===== src/rtl/rx_rst_seq.sv =====
module rx_rst_seq #(
  parameter int MGMT_CYC  = 2,
  parameter int ANA_WAIT  = 8,
  parameter int LOCK_WAIT = 16
) (
  input  logic clk,
  input  logic rst_n,
  input  logic reset_req_i,
  input  logic cal_busy_i,
  input  logic lock_data_i,
  input  logic lock_ref_i,
  output logic mgmt_rst_o,
  output logic ana_rst_o,
  output logic dig_rst_o,
  output logic ready_o
);
  localparam int MAXW = (MGMT_CYC > ANA_WAIT) ?
                        ((MGMT_CYC > LOCK_WAIT) ? MGMT_CYC : LOCK_WAIT) :
                        ((ANA_WAIT > LOCK_WAIT) ? ANA_WAIT : LOCK_WAIT);
  localparam int CW = $clog2(MAXW + 1);
  localparam logic [CW-1:0] MGMT_END = CW'(MGMT_CYC - 1);
  localparam logic [CW-1:0] ANA_END  = CW'(ANA_WAIT - 1);
  localparam logic [CW-1:0] LOCK_END = CW'(LOCK_WAIT - 1);

  typedef enum logic [2:0] {S_MGMT, S_CAL, S_ANA, S_LOCK, S_RUN} st_t;

  st_t st;
  logic [CW-1:0] cnt;
  logic [1:0] cal_q, lock_q, ref_q;
  logic cal_s, lock_s, ref_s;

  always_ff @(posedge clk or negedge rst_n) begin
    if (!rst_n) begin
      cal_q  <= 2'b11;
      lock_q <= 2'b00;
      ref_q  <= 2'b00;
    end else begin
      cal_q  <= {cal_q[0], cal_busy_i};
      lock_q <= {lock_q[0], lock_data_i};
      ref_q  <= {ref_q[0], lock_ref_i};
    end
  end

  assign cal_s  = cal_q[1];
  assign lock_s = lock_q[1];
  assign ref_s  = ref_q[1];

  always_ff @(posedge clk or negedge rst_n) begin
    if (!rst_n) begin
      st  <= S_MGMT;
      cnt <= '0;
    end else if (reset_req_i) begin
      st  <= S_CAL;
      cnt <= '0;
    end else begin
      case (st)
        S_MGMT: begin
          if (cnt >= MGMT_END) begin
            st  <= S_CAL;
            cnt <= '0;
          end else cnt <= cnt + 1'b1;
        end
        S_CAL: begin
          cnt <= '0;
          if (!cal_s) st <= S_ANA;
        end
        S_ANA: begin
          if (cal_s) begin
            st  <= S_CAL;
            cnt <= '0;
          end else if (cnt >= ANA_END) begin
            st  <= S_LOCK;
            cnt <= '0;
          end else cnt <= cnt + 1'b1;
        end
        S_LOCK: begin
          if (!lock_s) cnt <= '0;
          else if (cnt >= LOCK_END) begin
            if (!cal_s) st <= S_RUN;
          end else cnt <= cnt + 1'b1;
        end
        default: st <= S_RUN;
      endcase
    end
  end

  assign mgmt_rst_o = (st == S_MGMT);
  assign ana_rst_o  = (st == S_MGMT) || (st == S_CAL) || (st == S_ANA);
  assign dig_rst_o  = (st != S_RUN);
  assign ready_o    = (st == S_RUN);


  mgmt_min_width_chk: assert property (@(posedge clk) disable iff (!rst_n)
    $fell(mgmt_rst_o) |-> $past(mgmt_rst_o, 2));


  ana_after_cal_chk: assert property (@(posedge clk) disable iff (!rst_n)
    $fell(ana_rst_o) |-> (!$past(cal_s) && !$past(cal_s, 2)));


  dig_after_lock_chk: assert property (@(posedge clk) disable iff (!rst_n)
    $fell(dig_rst_o) |-> ($past(lock_s) && $past(lock_s, 2)));


  dig_order_chk: assert property (@(posedge clk) disable iff (!rst_n)
    $fell(dig_rst_o) |-> (!$past(ana_rst_o) && !$past(cal_s)));


  ref_ignored_chk: assert property (@(posedge clk) disable iff (!rst_n)
    (st == S_LOCK && lock_s && !ref_s && !reset_req_i) |=> (cnt != '0 || st == S_RUN));


  restart_chk: assert property (@(posedge clk) disable iff (!rst_n)
    reset_req_i |=> (ana_rst_o && dig_rst_o && !ready_o && !mgmt_rst_o));


  ana_pairs_dig_chk: assert property (@(posedge clk) disable iff (!rst_n)
    $rose(ana_rst_o) |-> dig_rst_o);


  ready_inverse_chk: assert property (@(posedge clk) disable iff (!rst_n)
    ready_o |-> (!dig_rst_o && !ana_rst_o && !mgmt_rst_o));
endmodule


===== config.mk =====
export PLATFORM = sky130hd
export DESIGN_NAME = rx_rst_seq
export DESIGN_NICKNAME = d
export VERILOG_FILES = /design/src/rtl/rx_rst_seq.sv
export SDC_FILE = /design/constraint.sdc
export NUM_CORES = 1
export LEC_CHECK = 0
export BUFFER_PORTS_ARGS = -buffer_cell sky130_fd_sc_hd__buf_4
export CAP_MARGIN = 20
export CORE_AREA = 2 2 39 41
export DETAILED_ROUTE_END_ITERATION = 10
export DIE_AREA = 0 0 41 43
export PLACE_DENSITY = 0.79
export SLEW_MARGIN = 30
export SYNTH_ARGS = -nofsm -noshare
export SYNTH_HDL_FRONTEND = slang
export SYNTH_SLANG_ARGS = --single-unit

===== constraint.sdc =====
create_clock -name clk -period 3.5 [get_ports clk]
set_input_delay 0.7 -clock clk [delete_from_list [all_inputs] [get_ports clk]]
set_output_delay 0.7 -clock clk [all_outputs]
set_load 0.05 [all_outputs]

Word level (Yosys, flattened, before mapping)
Cells that the tools add are included.
{ "classes": {"n_reduce_logical": 6, "shifts": 0, "mul": 0, "n_eq_ne": 12, "bitwise": 0, "n_addsub": 1, "magnitude_cmp": 3, "div": 0, "n_mux": 16} }
{ "ops": {"columns": ["op", "n"], "rows": [
  ["$mux 5", 6],
  ["$mux 3", 8],
  ["$pmux 5 s4", 1],
  ["$ne 3x3->1 const B", 5],
  ["$pmux 3 s4", 1],
  ["$ne 4x4->1 const B", 2],
  ["$eq 3x2->1 const B", 2],
  ["$reduce_and 6->1", 1],
  ["$add 5x1->5 const B", 1],
  ["$ge 5x1->1 const B", 1],
  ["$ge 5x3->1 const B", 1],
  ["$ge 5x4->1 const B", 1],
  ["$reduce_bool 5->1", 1],
  ["$eq 3x1->1 const B", 1],
  ["$eq 3x3->1 const B", 1],
  ["$logic_not 3->1", 1],
  ["$ne 3x2->1 const B", 1],
  ["$logic_or 1x1->1", 2],
  ["$reduce_and 2->1", 1]
]} }
{ "totals": {"latch_bits": 0, "mem_bits_rw": 0, "n_memories": 0, "wordCells": 42, "romBits": 0, "in_bits": 6, "output_inout_bits": 4, "register_bits": 12} }

Longest topological paths before layout
{ "logic_depth": {"depth_word": 5, "depth_mapped": 9, "depth_no_buf": 8} }

Worst setup path before layout
No wires, ideal clock.
{ "synth_path": {"kind": "register to output", "start": "register st[0]", "end": "output port mgmt_rst_o", "path_stages_with_launch": 3, "slack_ns": 1.200, "arrival_ns": 1.600, "path_cell_list": "dfrtp_1 buf_2 nor3_1"} }
{ "synth_via": {"elab_chain_len": 1} }
{ "synth_lines": {"columns": ["item", "line", "rtl"], "rows": [
  ["start, declared", "27", "st_t st;"],
  ["start signal, assigned", "50", "st <= S_MGMT;"],
  ["start signal, assigned", "53", "st <= S_CAL;"],
  ["start signal, assigned", "59", "st <= S_CAL;"],
  ["$logic_not 3->1", "87", "assign mgmt_rst_o = (st == S_MGMT);"],
  ["end, declared", "12", "output logic mgmt_rst_o,"]
]} }
No other way between the ends.

Worst setup path in the final report
{ "layout_path": {"start": "register cnt[0]", "end": "register cnt[2]"} }
{ "layout_via": {"elab_chain_len": 5, "elab_cells_between_ends": 13, "cone_classes": "1 x add/sub; 3 x order compare; 1 x eq/ne; 7 x mux; 1 x reduce/logical"} }
{ "layout_lines": {"columns": ["item", "line", "rtl"], "rows": [
  ["start, declared", "28", "logic [CW-1:0] cnt;"],
  ["start signal, assigned", "61", "end else cnt <= cnt + 1'b1;"],
  ["start signal, assigned", "74", "end else cnt <= cnt + 1'b1;"],
  ["start signal, assigned", "80", "end else cnt <= cnt + 1'b1;"],
  ["$add 5x1->5 / $ge 5x3->1 (equally long branches)", null, null],
  ["$mux 5, on equally long branches", "78, 71", null],
  ["$mux 5, on equally long branches", "77, 68", null],
  ["$pmux 5 s4", "56", "case (st)"],
  ["$mux 5", "52", "end else if (reset_req_i) begin"]
]} }
Several ways; a longest one is shown, not always the timed one. The select of a mux whose other input is x is not followed.
A chain may end at the register's enable or synchronous reset.

==> impl_metrics.json <==
{
  "finalHoldViolations": 0,
  "cp_max_fo": 9,
  "synth_nets": 83,
  "dr.pass1.iters": 4,
  "finalCritPeriodShare_pct": 65.0,
  "grt_pass1_vias": 531,
  "design_area_um2": 805,
  "cts_buffers": 3,
  "antenna_cells": 0,
  "grt_util_met1_pct": 22.1,
  "ys_types": 37,
  "start_util_pct": 52.9,
  "finalSetupViolCount": 0,
  "cts_resized": 0,
  "placed_cell_area_um2": 768,
  "antenna_left": 0,
  "path_class": "flip-flop to flip-flop",
  "yosysSeqAreaShare_pct": 41.4,
  "synthFlopType": "dfrtp_1",
  "required_ps": 3720,
  "clock_skew_ps": 2.28,
  "startpoint_type": "flip-flop",
  "post_cts_buffers": 0,
  "core-area_um2": 1380,
  "clkTransAtPathRegs_ps": 70,
  "clkSinkCount": 12,
  "cts_tree": "done",
  "routed_wl_um": 1290,
  "gp_congestion": 0.789,
  "maxSlewHeadroom_pct": 67.7,
  "clock-root-buffer": "clkbuf_4",
  "r2r_cells": 8,
  "grt.overflow.total": 0,
  "ys_ff_latch": 12,
  "use_met2_pct": 29.4,
  "yosysWarnings": 0,
  "arrival_ps": 2490,
  "die-area_um2": 1760,
  "status": "completed",
  "drc_errors": 0,
  "slew_violations": 0,
  "cap_violations": 0,
  "grt_pass1_wl_um": 2160,
  "grt_max_degree": 13,
  "fmax_ghz": 0.440,
  "fin_tns_setup_ps": 0,
  "hp-class": "input pin to asynchronous set/reset pin",
  "ir_drop_uv": 258,
  "leakage_nw": 0.358,
  "io_pins": 10,
  "setup_slack_ps": 1230,
  "powerDensity_nw_per_um2": 449,
  "synthesis.area_um2": 732,
  "place_ws_ps": 1240,
  "num_rows": 14,
  "grtUsageMet3_pct": 4.71,
  "synth_cells": 74,
  "worst_pin_slew_ps": 479,
  "vias": 575,
  "synth_edf_count": 0,
  "place.port_buffers": 8,
  "die_w_um": 41,
  "antenna_found_initial": 0,
  "grt_usage_pct": 18.7,
  "vias_per_cell": 5.93,
  "clk-insertion-delay-late_ps": 270,
  "cts_hold_buf": 0,
  "async_reset_ff_share_pct": 100,
  "synth_area_per_cell_um2": 9.89,
  "gr-max-usage-layer": "met2",
  "final_layout_size_suffix_gt1_share_pct": 23.5,
  "rsz0062_at_grt": "no",
  "nFillCells": 132,
  "wl_per_cell_um": 13.3,
  "cts-htree-levels": 1,
  "cts_buffer_depth": 2,
  "die_h_um": 43,
  "min_period_ps": 2270,
  "dr.first_iter.drc_count": 12,
  "dp_hpwl_um": 985,
  "hold_ws_ps": 248,
  "areaGrowthSynthToFinish_pct": 9.91,
  "crit_path_end_kind": "flip-flop",
  "final_net_count": 91
}
where the power goes:
| part | internal [mW] | switching [mW] | leakage [nW] |
|---|---|---|---|
| logic | 0.0349 | 0.0477 | 0.186 |
| registers | 0.149 | 0.0196 | 0.151 |
| clock network | 0.0633 | 0.0463 | 0.0210 |
synth_stat cells, drive strengths merged, types with 2 or more instances:
| cell type | instances | share of area [%] |
|---|---|---|
| dfrtp | 10 | 34 |
| nand2 | 6 | 3.1 |
| inv | 5 | 2.6 |
| a21oi | 4 | 2.7 |
| buf | 4 | 5.3 |
| nor2 | 4 | 2.4 |
| ha | 3 | 5.1 |
| nand3 | 3 | 2.7 |
| nor3 | 3 | 2.1 |
| o31ai | 3 | 3.1 |
| a211o | 2 | 2.4 |
| a211oi | 2 | 2.1 |
| a21o | 2 | 2.1 |
| dfstp | 2 | 7.2 |
| or3 | 2 | 1.7 |
final timing paths:
check / start / endpoint / slack (ps)
setup reg to reg: cnt[0]$_DFFE_PN0P_ / cnt[2]$_DFFE_PN0P_ / 1230
hold reg to reg: cal_q[0]$_DFF_PN1_ / cal_q[1]$_DFF_PN1_ / 360
min in group clk: cal_q[0]$_DFF_PN1_ / cal_q[1]$_DFF_PN1_ / 360
setup / recovery: cnt[0]$_DFFE_PN0P_ / cnt[2]$_DFFE_PN0P_ / 1230
hold / removal: rst_n / cnt[4]$_DFFE_PN0P_ / 250
max in group asynchronous: rst_n / cal_q[1]$_DFF_PN1_ / 3020
cells by family after synthesis:
kind of cell / count (synthesis) / share of synthesized area [%]
adders and majority gates: 3 / 5.13
AOI/OAI and AO/OA: 23 / 24.4
buffers and inverters: 10 / 8.55
and+or+nand+nor: 26 / 20.5
DFF: 12 / 41.4
cells in the final DEF (no fill, tap or decap), types with 2 or more instances in the layout:
cell	n
a21oi_1	4
a211oi_1	2
o31ai_1	3
a211o_1	2
nor3_1	3
dfrtp_1	10
nand2_1	6
nor2_1	3
inv_1	5
nand3_1	2
clkbuf_4	3
buf_4	8
ha_1	3
dfstp_2	2
or3_1	2
a21o_1	2
state kept, by name (all words and copies together) (netlist names):
register and flops:
cal_q 2, cnt 5, lock_q 2, st 3
per-layer routing:
layer / routed length (um) / share of wire [%] / vias up
met2: 644 / 50 / 19
met1: 558 / 43 / 269
met4: 25 / 1.9 / 0
met3: 60 / 4.7 / 3
met5: 0 / 0 / -
li1: - / - / 284
critical path: stages, from the launching register on:
cell and delay [ps]:
dfrtp_1 470, ha_1 270, and3_1 200, ha_1 180, nor2_1 180, a211oi_1 120, or2_1 360, nor4b_1 320
a21o_1 120
stage by stage:
stage / utilization, % / instances / total power, mW
3_3_place_gp: 55.5 / 93 / 0.253
3_5_place_dp: 55.5 / 93 / 0.255
4_1_cts: 58.1 / 97 / 0.368
6_report: 58.1 / 97 / 0.361
2_1_floorplan: - / 74 / 0.237
5_1_grt: 58.1 / 97 / 0.383
layout make-up:
cell class	count	area (um^2)	share of cell area [%]
Multi-Input combinational cell	52	367	45.6
Sequential cell	12	303	37.6
Timing Repair Buffer	8	60.1	7.47
Clock buffer	4	36.3	4.51
Tap cell	16	20.0	2.49
Inverter	5	18.8	2.33
No activity file was read; power rests on OpenSTA's default activity.
